## config.mk

```make
export PLATFORM = sky130hd
export DESIGN_NAME = dui_dispatch
export DESIGN_NICKNAME = d
export VERILOG_FILES = /design/src/rtl/dui_pkg.sv /design/src/rtl/dui_trap_track.sv /design/src/rtl/dui_ld_occ.sv /design/src/rtl/dui_route.sv /design/src/rtl/dui_dispatch.sv
export SDC_FILE = /design/constraint.sdc
export NUM_CORES = 1
export LEC_CHECK = 0
export ABC_AREA = 1
export BUFFER_PORTS_ARGS = -buffer_cell sky130_fd_sc_hd__buf_2
export CELL_PAD_IN_SITES_DETAIL_PLACEMENT = 0
export CELL_PAD_IN_SITES_GLOBAL_PLACEMENT = 1
export CORE_ASPECT_RATIO = 1.5
export CORE_MARGIN = 4
export CORE_UTILIZATION = 33
export DETAILED_ROUTE_END_ITERATION = 8
export HOLD_SLACK_MARGIN = 0.15
export PLACE_DENSITY_LB_ADDON = 0.1
export SYNTH_ARGS = -nofsm -noshare
export SYNTH_HDL_FRONTEND = slang
export SYNTH_SLANG_ARGS = --single-unit
```

## constraint.sdc

```tcl
create_clock -name clk -period 3.2 [get_ports clk]
set_input_delay 0.8 -clock clk [delete_from_list [all_inputs] [get_ports clk]]
set_output_delay 0.8 -clock clk [all_outputs]
set_load 0.005 [all_outputs]
```

## src/rtl/dui_pkg.sv

```systemverilog
`timescale 1ns/1ps
package dui_pkg;
  typedef enum logic [1:0] {
    CLS_ALU  = 2'd0,
    CLS_LOAD = 2'd1,
    CLS_FPA  = 2'd2,
    CLS_RSV  = 2'd3
  } cls_e;

  localparam int STALL_W  = 3;
  localparam int STL_IL   = 0;
  localparam int STL_LD   = 1;
  localparam int STL_CAP  = 2;
endpackage

```

## src/rtl/dui_trap_track.sv

```systemverilog
`timescale 1ns/1ps
// Ordered window of trap-capable fixed-point instructions awaiting resolution.
module dui_trap_track #(
  parameter int TAG_W = 2
) (
  input  logic             clk,
  input  logic             rst_n,
  input  logic             alloc,
  input  logic             res_valid,
  input  logic [TAG_W-1:0] res_tag,
  input  logic             res_trap,
  output logic             pend_any,
  output logic             tag_full,
  output logic [TAG_W-1:0] tail_tag,
  output logic             rpt_valid,
  output logic [TAG_W-1:0] rpt_tag,
  output logic             rpt_trap,
  output logic             flush
);
  localparam int DEPTH = 1 << TAG_W;

  logic [TAG_W:0]   head_q, tail_q, occ;
  logic [DEPTH-1:0] done_q, trp_q;
  logic [TAG_W-1:0] head_idx, res_off;
  logic             res_hit;

  assign occ      = tail_q - head_q;
  assign head_idx = head_q[TAG_W-1:0];
  assign tail_tag = tail_q[TAG_W-1:0];
  assign pend_any = (occ != '0);
  assign tag_full = (occ == (TAG_W+1)'(DEPTH));

  assign rpt_valid = pend_any && done_q[head_idx];
  assign rpt_tag   = head_idx;
  assign rpt_trap  = trp_q[head_idx];
  assign flush     = rpt_valid && rpt_trap;

  // Offset of the resolved tag from the oldest entry; inside the window only.
  assign res_off = res_tag - head_idx;
  assign res_hit = res_valid && ({1'b0, res_off} < occ);

  always_ff @(posedge clk) begin
    if (!rst_n) begin
      head_q <= '0;
      tail_q <= '0;
      done_q <= '0;
      trp_q  <= '0;
    end else begin
      if (flush)          head_q <= tail_q;
      else if (rpt_valid) head_q <= head_q + 1'b1;
      if (alloc) begin
        tail_q           <= tail_q + 1'b1;
        done_q[tail_tag] <= 1'b0;
      end
      if (res_hit) begin
        done_q[res_tag] <= 1'b1;
        trp_q[res_tag]  <= res_trap;
      end
    end
  end
endmodule

```

## src/rtl/dui_ld_occ.sv

```systemverilog
`timescale 1ns/1ps
// Counts the cycles a load keeps the fixed-point unit occupied.
module dui_ld_occ #(
  parameter int LD_CYC = 2
) (
  input  logic clk,
  input  logic rst_n,
  input  logic start,
  output logic busy
);
  localparam int CW = (LD_CYC < 2) ? 1 : $clog2(LD_CYC);

  logic [CW-1:0] cnt_q;

  assign busy = (cnt_q != '0);

  always_ff @(posedge clk) begin
    if (!rst_n)      cnt_q <= '0;
    else if (start)  cnt_q <= CW'(LD_CYC - 1);
    else if (busy)   cnt_q <= cnt_q - 1'b1;
  end
endmodule

```

## src/rtl/dui_route.sv

```systemverilog
`timescale 1ns/1ps
// Routing, interlock and stall-cause decode for one instruction slot.
module dui_route
  import dui_pkg::*;
(
  input  logic               in_valid,
  input  logic [1:0]         in_cls,
  input  logic               in_trap,
  input  logic               halt_now,
  input  logic               ld_busy,
  input  logic               pend_any,
  input  logic               tag_full,
  input  logic               fx_ready,
  input  logic               fp_ready,
  output logic               in_ready,
  output logic               fx_valid,
  output logic               fp_valid,
  output logic               fx_load,
  output logic [STALL_W-1:0] stall
);
  logic to_fx, go, fx_ok, cap_block;

  assign to_fx = (in_cls != CLS_FPA);
  assign go    = in_valid && !halt_now;
  assign fx_ok = !ld_busy && !(in_trap && tag_full);

  assign fx_valid = go && to_fx && fx_ok;
  assign fp_valid = go && !to_fx && !pend_any;
  assign fx_load  = (in_cls == CLS_LOAD);
  assign in_ready = to_fx ? (fx_valid && fx_ready) : (fp_valid && fp_ready);

  assign cap_block = to_fx ? (!fx_ready || (in_trap && tag_full)) : !fp_ready;

  always_comb begin
    stall          = '0;
    stall[STL_IL]  = go && !to_fx && pend_any;
    stall[STL_LD]  = go && to_fx && ld_busy;
    stall[STL_CAP] = go && cap_block;
  end
endmodule

```

## src/rtl/dui_dispatch.sv

```systemverilog
`timescale 1ns/1ps
module dui_dispatch
  import dui_pkg::*;
#(
  parameter int OP_W   = 8,
  parameter int TAG_W  = 2,
  parameter int LD_CYC = 2
) (
  input  logic               clk,
  input  logic               rst_n,
  input  logic               in_valid,
  output logic               in_ready,
  input  logic [1:0]         in_cls,
  input  logic               in_trap,
  input  logic [OP_W-1:0]    in_op,
  output logic               fx_valid,
  input  logic               fx_ready,
  output logic               fx_load,
  output logic               fx_trap,
  output logic [TAG_W-1:0]   fx_tag,
  output logic [OP_W-1:0]    fx_op,
  output logic               fp_valid,
  input  logic               fp_ready,
  output logic [OP_W-1:0]    fp_op,
  input  logic               res_valid,
  input  logic [TAG_W-1:0]   res_tag,
  input  logic               res_trap,
  output logic               rpt_valid,
  output logic [TAG_W-1:0]   rpt_tag,
  output logic               rpt_trap,
  output logic               flush,
  output logic               halted,
  input  logic               restart_ack,
  output logic [STALL_W-1:0] stall
);
  logic halted_q, halt_now, fx_fire;
  logic pend_any, tag_full, ld_busy;

  assign halt_now = halted_q || flush;
  assign halted   = halted_q;
  assign fx_fire  = fx_valid && fx_ready;
  assign fx_trap  = in_trap;
  assign fx_op    = in_op;
  assign fp_op    = in_op;

  dui_trap_track #(.TAG_W(TAG_W)) u_track (
    .clk      (clk),
    .rst_n    (rst_n),
    .alloc    (fx_fire && in_trap),
    .res_valid(res_valid),
    .res_tag  (res_tag),
    .res_trap (res_trap),
    .pend_any (pend_any),
    .tag_full (tag_full),
    .tail_tag (fx_tag),
    .rpt_valid(rpt_valid),
    .rpt_tag  (rpt_tag),
    .rpt_trap (rpt_trap),
    .flush    (flush)
  );

  dui_ld_occ #(.LD_CYC(LD_CYC)) u_ld (
    .clk  (clk),
    .rst_n(rst_n),
    .start(fx_fire && fx_load),
    .busy (ld_busy)
  );

  dui_route u_route (
    .in_valid(in_valid),
    .in_cls  (in_cls),
    .in_trap (in_trap),
    .halt_now(halt_now),
    .ld_busy (ld_busy),
    .pend_any(pend_any),
    .tag_full(tag_full),
    .fx_ready(fx_ready),
    .fp_ready(fp_ready),
    .in_ready(in_ready),
    .fx_valid(fx_valid),
    .fp_valid(fp_valid),
    .fx_load (fx_load),
    .stall   (stall)
  );

  always_ff @(posedge clk) begin
    if (!rst_n)           halted_q <= 1'b0;
    else if (flush)       halted_q <= 1'b1;
    else if (restart_ack) halted_q <= 1'b0;
  end
endmodule

```

======== Yosys cells after proc, flatten, opt, wreduce, memory -nomap -nowiden ========
Cells that the tools add are included.
word-level totals
  flip-flop bits (word level) ............. 16
  input bits .............................. 21
  output and inout port bits .............. 32
  word-level logic and storage cells ...... 74
cells by class
  add/subtract/negate cells ............... 5
  $lt $le $gt $ge ......................... 6
  equality and inequality tests ........... 3
  multiplexer cells ....................... 20
  bitwise logic cells ..................... 3
  reduce and logical (&&, ||, !) cells .... 31
operators by type and width
  cell                                                                    number
  1-bit logical AND                                                       19
  4-bit two-way mux                                                       3
  1-bit two-way mux                                                       10
  2-bit by 3-bit < comparator with 1-bit output (second input constant)   3
  1-bit logical NOT                                                       7
  3-bit by 1-bit adder with 3-bit output (second input constant)          2
  3-bit two-way mux                                                       2
  4-bit bitwise AND                                                       1
  1-bit binary-select mux with 2-bit select                               2
  4-bit bitwise mux                                                       1
  1-bit demux with 2-bit select                                           2
  2-bit by 1-bit >= comparator with 1-bit output (second input constant)  2
  4-bit NOT                                                               1
  4-bit OR                                                                1
  2-bit nonzero test                                                      2
  3-bit == test (second input constant)                                   1
  2-bit by 3-bit < comparator with 1-bit output                           1
  3-bit nonzero test                                                      1
  3-bit subtractor                                                        1
  2-bit by 1-bit == test with 1-bit output (second input constant)        1
  1-bit logical OR                                                        2
  2-bit != test (second input constant)                                   1
  2-bit subtractor                                                        1
  1-bit subtractor (second input constant)                                1

======== Logic depth before layout (Yosys ltp) ========
  depth after elaboration ................. 15
  gate-level depth with buffers ........... 16
  depth with buffers taken out ............ 16

======== Modules after synthesis ========
From an unflattened synthesis, not the netlist that was laid out.
unflattened totals
  cell total of the unflattened synthesis .. 202
  area, all modules ....................... 1356.3 um^2
modules (own cells, without submodules)
  module          instances  cells each  area each (um^2)  seq. area each (um^2)
  dui_trap_track  1          146         1017.2            280.3
  dui_dispatch    1          26          182.7             20.0
  dui_route       1          27          128.9             0.0
  dui_ld_occ      1          3           27.5              20.0

======== Worst setup path before layout ========
Ideal clock, no wire load.
  path kind ............................... reg-to-output
  start point ............................. register u_track.tail_q[0]
  end point ............................... output in_ready
  arrival time ............................ 1.988 ns
  required time ........................... 2.400 ns
  slack ................................... 0.412 ns
  cell stages (with the launch flop) ...... 15
  path buffers ............................ 0
  cells stage by stage .................... dfxtp_1 > inv_1 > ha_1 > fa_1 > inv_1 > nand2_1 > nand2_1 > nand2_1 > nand2_2 > nand2_2 > nand3_4 > nand3_4 > nor2_8 > nand2_1 > nand2_1
on the way
  word-level cells in the longest chain between the ends .. 11
  elaborated cells on any way between the ends .. 19
  classes of those cells .................. 1 x add/sub; 1 x eq/ne; 1 x mux; 16 x reduce/logical
ends and longest elaborated chain
  element                 line                  text
  start, declared         dui_trap_track.sv:22  logic [TAG_W:0] head_q, tail_q, occ;
  start signal, assigned  dui_trap_track.sv:52  tail_q <= tail_q + 1'b1;
  3-bit subtractor *      dui_trap_track.sv:27  assign occ = tail_q - head_q;
  3-bit nonzero test      dui_trap_track.sv:30  assign pend_any = (occ != '0);
  1-bit logical AND       dui_trap_track.sv:33  assign rpt_valid = pend_any && done_q[head_idx];
  1-bit logical AND       dui_trap_track.sv:36  assign flush = rpt_valid && rpt_trap;
  1-bit logical OR        dui_dispatch.sv:39    assign halt_now = halted_q || flush;
  1-bit logical NOT       dui_route.sv:24       assign go = in_valid && !halt_now;
  1-bit logical AND       dui_route.sv:24
  1-bit logical AND       dui_route.sv:27       assign fx_valid = go && to_fx && fx_ok;
  1-bit logical AND *     dui_route.sv:27
  via fx_valid            dui_dispatch.sv:16    output logic fx_valid,
  1-bit logical AND *     dui_route.sv:30       assign in_ready = to_fx ? (fx_valid && fx_ready) : (fp_valid && fp_ready);
  1-bit two-way mux *     dui_route.sv:30
  end, declared           dui_dispatch.sv:12    output logic in_ready,
The timed path passes the listed nets; every way through them passes the cells marked *.

======== Worst setup path after layout ========
  start point ............................. register u_track.tail_q[0]
  end point ............................... output in_ready
on the way
  word-level cells in the longest chain between the ends .. 11
  elaborated cells on any way between the ends .. 19
  classes of those cells .................. 1 x add/sub; 1 x eq/ne; 1 x mux; 16 x reduce/logical
ends and longest elaborated chain
  element                                             line
  3-bit subtractor *                                  dui_trap_track.sv:27
  3-bit nonzero test                                  dui_trap_track.sv:30
  1-bit logical AND                                   dui_trap_track.sv:33
  1-bit logical AND                                   dui_trap_track.sv:36
  1-bit logical OR                                    dui_dispatch.sv:39
  1-bit logical NOT                                   dui_route.sv:24
  1-bit logical AND                                   dui_route.sv:24
  1-bit logical AND (on tied branches) (2 in series)  dui_route.sv:28, dui_route.sv:27
  1-bit logical AND                                   dui_route.sv:30
  1-bit two-way mux *                                 dui_route.sv:30
Every way passes the cells marked *; elsewhere a longest branch is shown, timed or not.

==> impl_summary.log <==
INFO  metric viasPerCell = 4.84
INFO  metric synthMostInstantiatedCell = sky130_fd_sc_hd__nand2_1
INFO  metric number_of_sinks_handled_by_clock_tree_synthesis = 16
INFO  metric placed_cells_incl_taps = roughly 220
INFO  metric switching_share = a little under a third
INFO  metric worst_pin_slew = 321 ps
INFO  metric power.density = 388 mW/mm2
INFO  metric wl_per_cell = about 14 um
INFO  metric finalWeightedCongestion = 0.796
INFO  metric worstPathRequired = 2400 ps
INFO  metric clk_transition_reported_paths = 70 ps
INFO  metric yosysUniqueCellTypes = 31
INFO  metric final_cell_count_without_fillers = 231
INFO  metric postLayoutCellArea = 0.00141 mm2
INFO  metric final-seq-area = approximately 320 um2
INFO  metric clock_buffer_count_from_cts = 3
INFO  metric dieWidth = 58.6 um
INFO  metric insertion_delay = about 250 ps
INFO  metric synth_top_cell_area_share = between 20% and 30%
INFO  metric syn_nets = 203
INFO  metric route.detailed.drc = 0
INFO  metric share_of_the_clock_period_used_by_the_worst_path_after_layout = 94.4%
INFO  metric synthesis.yosys.warnings = 0
INFO  metric ctsHtreeMaxLevel = 1
INFO  metric fp.dieArea = 0.00491 mm2
INFO  metric crit_arrival = 2220 ps
INFO  metric asyncSetResetFlopFracSynth = 0%
INFO  metric cts-hold-fix-buffers = 0
INFO  metric multi_input_comb_area = 702 um2
INFO  metric start_kind = flop
INFO  metric cellInternalPower = 375 uW
INFO  metric global_route.usage.met3 = between 2 and 3%
INFO  metric hpwl_detailed = approximately 2600 um
INFO  metric skew = between 2 and 3 ps
INFO  metric placement_rows = 27
INFO  metric p_switching = 172 uW
INFO  metric grt_antenna_before_repair = 0
INFO  metric yosys.area.top_type = sky130_fd_sc_hd__dfxtp_1
INFO  metric effective_utilization_at_floorplan = 34.4%
INFO  metric max_cap_violations = 0
INFO  metric sequential_fraction_of_the_synthesis_area = 25.3%
INFO  metric largest_net_degree_at_the_start_of_global_routing = 12
INFO  metric yosys_register_bits = 16
INFO  metric timing_worst_setup_path_type = flop to primary output
INFO  metric seq_power_share = 39.2%
INFO  metric min-delay-path-class = flop to flop
INFO  metric detailroute.via_count = 1117
INFO  metric num-fill-cells = 411
INFO  metric crit_path_end_kind = primary output
INFO  metric drt.antenna.violating_nets = 0
INFO  metric avgSynthCellArea = 7.32 um2
INFO  metric grt-ovfl-total = 0
INFO  metric num_antenna_cells = 0
INFO  metric first_global_vias = 1155
INFO  metric layout-drive-gt1-share = 33.0%
INFO  metric achievable-frequency = 331 MHz
INFO  metric layout_min_cycle_time = 3020 ps
INFO  metric numPortBuffers = 28
INFO  metric slew_viol_final = 0
INFO  metric clock_tree.root_cell = sky130_fd_sc_hd__clkbuf_8
INFO  metric cts_tree = yes
INFO  metric clock_tree.buffer_depth = 2
INFO  metric relSlewSlack = between 70% and 80%
INFO  metric ios = 53
INFO  metric finalHoldViolCount = 0
INFO  metric detail_route.iter0.violations = 40
INFO  metric leakagePower = 0.675 nW
INFO  metric status = finished clean
INFO  metric report.final.setup_viol = 0
INFO  metric post_synth_inst_count = ~170
INFO  metric groute.usage.overall = 13.7%
INFO  metric area_growth_syn_to_layout = 11.3%
INFO  metric power.share.combinational = 26.6%
INFO  metric wire_length_of_the_first_global_routing_pass = 5160 um
INFO  metric peakVddDrop = 0.201 mV
INFO  metric synth_enable_flop_cells = 0
INFO  metric core_area = between 0.003 and 0.004 mm2
INFO  metric postPlaceCellArea = 0.00131 mm2
INFO  metric totalWireLength = 3160 um
INFO  metric post_synth_instance_area = 0.00127 mm2
INFO  metric synth_common_cells = 35 x sky130_fd_sc_hd__nand2_1, 21 x sky130_fd_sc_hd__buf_4, 18 x sky130_fd_sc_hd__inv_1
INFO  metric ys.flop_type = sky130_fd_sc_hd__dfxtp_1
INFO  metric nNetsFinal = 219
INFO  metric globalRouteMet2Util = 25.4%
INFO  metric drt_pass1_iterations = 4
INFO  metric gr-max-usage-layer = met2
INFO  metric synth_top_cells_by_area = sky130_fd_sc_hd__dfxtp_1 25%, sky130_fd_sc_hd__buf_4 12%, sky130_fd_sc_hd__nand2_1 10%
INFO  metric met1_usage = between 10% and 20%
INFO  metric p_clk_share = between 30 and 40%
INFO  metric finalSetupTns = 0 ps
INFO  metric dieHeight = between 80 and 90 um
INFO  metric largest_driver_fanout_on_the_critical_path = 4
[area by class of cell]
type                       count  share of cell area, %
sequential                    16                   22.9
tap                           43                   3.82
timing repair buffer          35                   13.7
multi-input combinational    111                   49.8
clock buffer                   4                   3.91
inverter                      22                   5.86
[cells in the final DEF, fill, tap and decap left out, drive strengths merged, types with 2 or more instances in the layout]
cell,Yosys,routed
clkbuf,0,4
ha,8,8
nor2,17,17
dfxtp,16,16
inv,21,21
a21oi,11,11
nand3,8,8
xor2,2,2
o21ai,5,5
nand2,40,40
a31oi,3,3
o211ai,2,2
nand4,10,10
buf,24,35
[metal layers]
layer  up-vias  part of all wire (%)
li1        569                     -
met1       510                    39
met2        31                    54
met3         7                   5.1
met4         0                   2.1
met5         -                     0
[sequential cells by signal, indices dropped and copies added, names as in the netlist]
signal          count
halted              1
u_ld.busy           1
u_track.done_q      4
u_track.head_q      3
u_track.tail_q      3
u_track.trp_q       4
[final timing paths]
path | start | end | slack, ps | cells past startpoint
max | u_track.tail_q[0] | in_ready | 180 | 15
min | u_track.trp_q[2] | u_track.trp_q[2] | 460 | 2
max reg2reg | u_track.tail_q[0] | u_track.trp_q[1] | 920 | 13
min reg2reg | u_track.trp_q[2] | u_track.trp_q[2] | 460 | 2
[kinds of logic (layout without fill, tap and decap cells)]
logic type / Yosys count / after routing / share of synthesized area, %
adders and majority gates: 9 / 9 / 9.49
and+or+nand+nor: 77 / 77 / 32.7
DFF: 16 / 16 / 25.3
buffers and inverters: 46 / 61 / 20.6
AOI/OAI and AO/OA: 22 / 22 / 9.88
xor gates and xnor gates: 3 / 3 / 2.08
[critical path, stage by stage (launching register included)]
cell and delay, ps:
sky130_fd_sc_hd__dfxtp_2 330, sky130_fd_sc_hd__inv_2 50, sky130_fd_sc_hd__ha_2 180, sky130_fd_sc_hd__fa_2 340
sky130_fd_sc_hd__inv_1 60, sky130_fd_sc_hd__nand2_1 50, sky130_fd_sc_hd__nand2_1 60, sky130_fd_sc_hd__nand2_1 70
sky130_fd_sc_hd__nand2_2 130, sky130_fd_sc_hd__nand2_4 80, sky130_fd_sc_hd__nand3_4 80, sky130_fd_sc_hd__nand4_1 150
sky130_fd_sc_hd__nor2_2 160, sky130_fd_sc_hd__nand2_1 60, sky130_fd_sc_hd__nand2_1 50, sky130_fd_sc_hd__buf_2 100
[through the flow]
step                hold slack, ps  utilization [%]  power, mW  setup slack [ps]
global placement               454             35.4      0.351               290
floorplan                      440                -      0.330               412
global route                   497             38.3      0.582             -12.2
detailed placement             456             35.4      0.353               234
CTS                            468             37.4      0.546              23.9
finish                         462             38.3      0.547               178
[power by group through the flow]
stage / logic (mW) / registers, mW / clock network, mW
floorplan: 0.111 / 0.218 / 0
global placement: 0.133 / 0.218 / 0
detailed placement: 0.135 / 0.218 / 0
CTS: 0.139 / 0.214 / 0.193
global route: 0.164 / 0.215 / 0.203
finish: 0.145 / 0.214 / 0.187
[repair_timing]
action / CTS / global route
setup buffers: 2 / 2
gates resized for setup: 1 / 8
pin swaps: 1 / 2
endpoints found under the setup margin: 2 / 5
hold endpoints to repair: 0 / 0
Power figures use the tool's default switching activity.
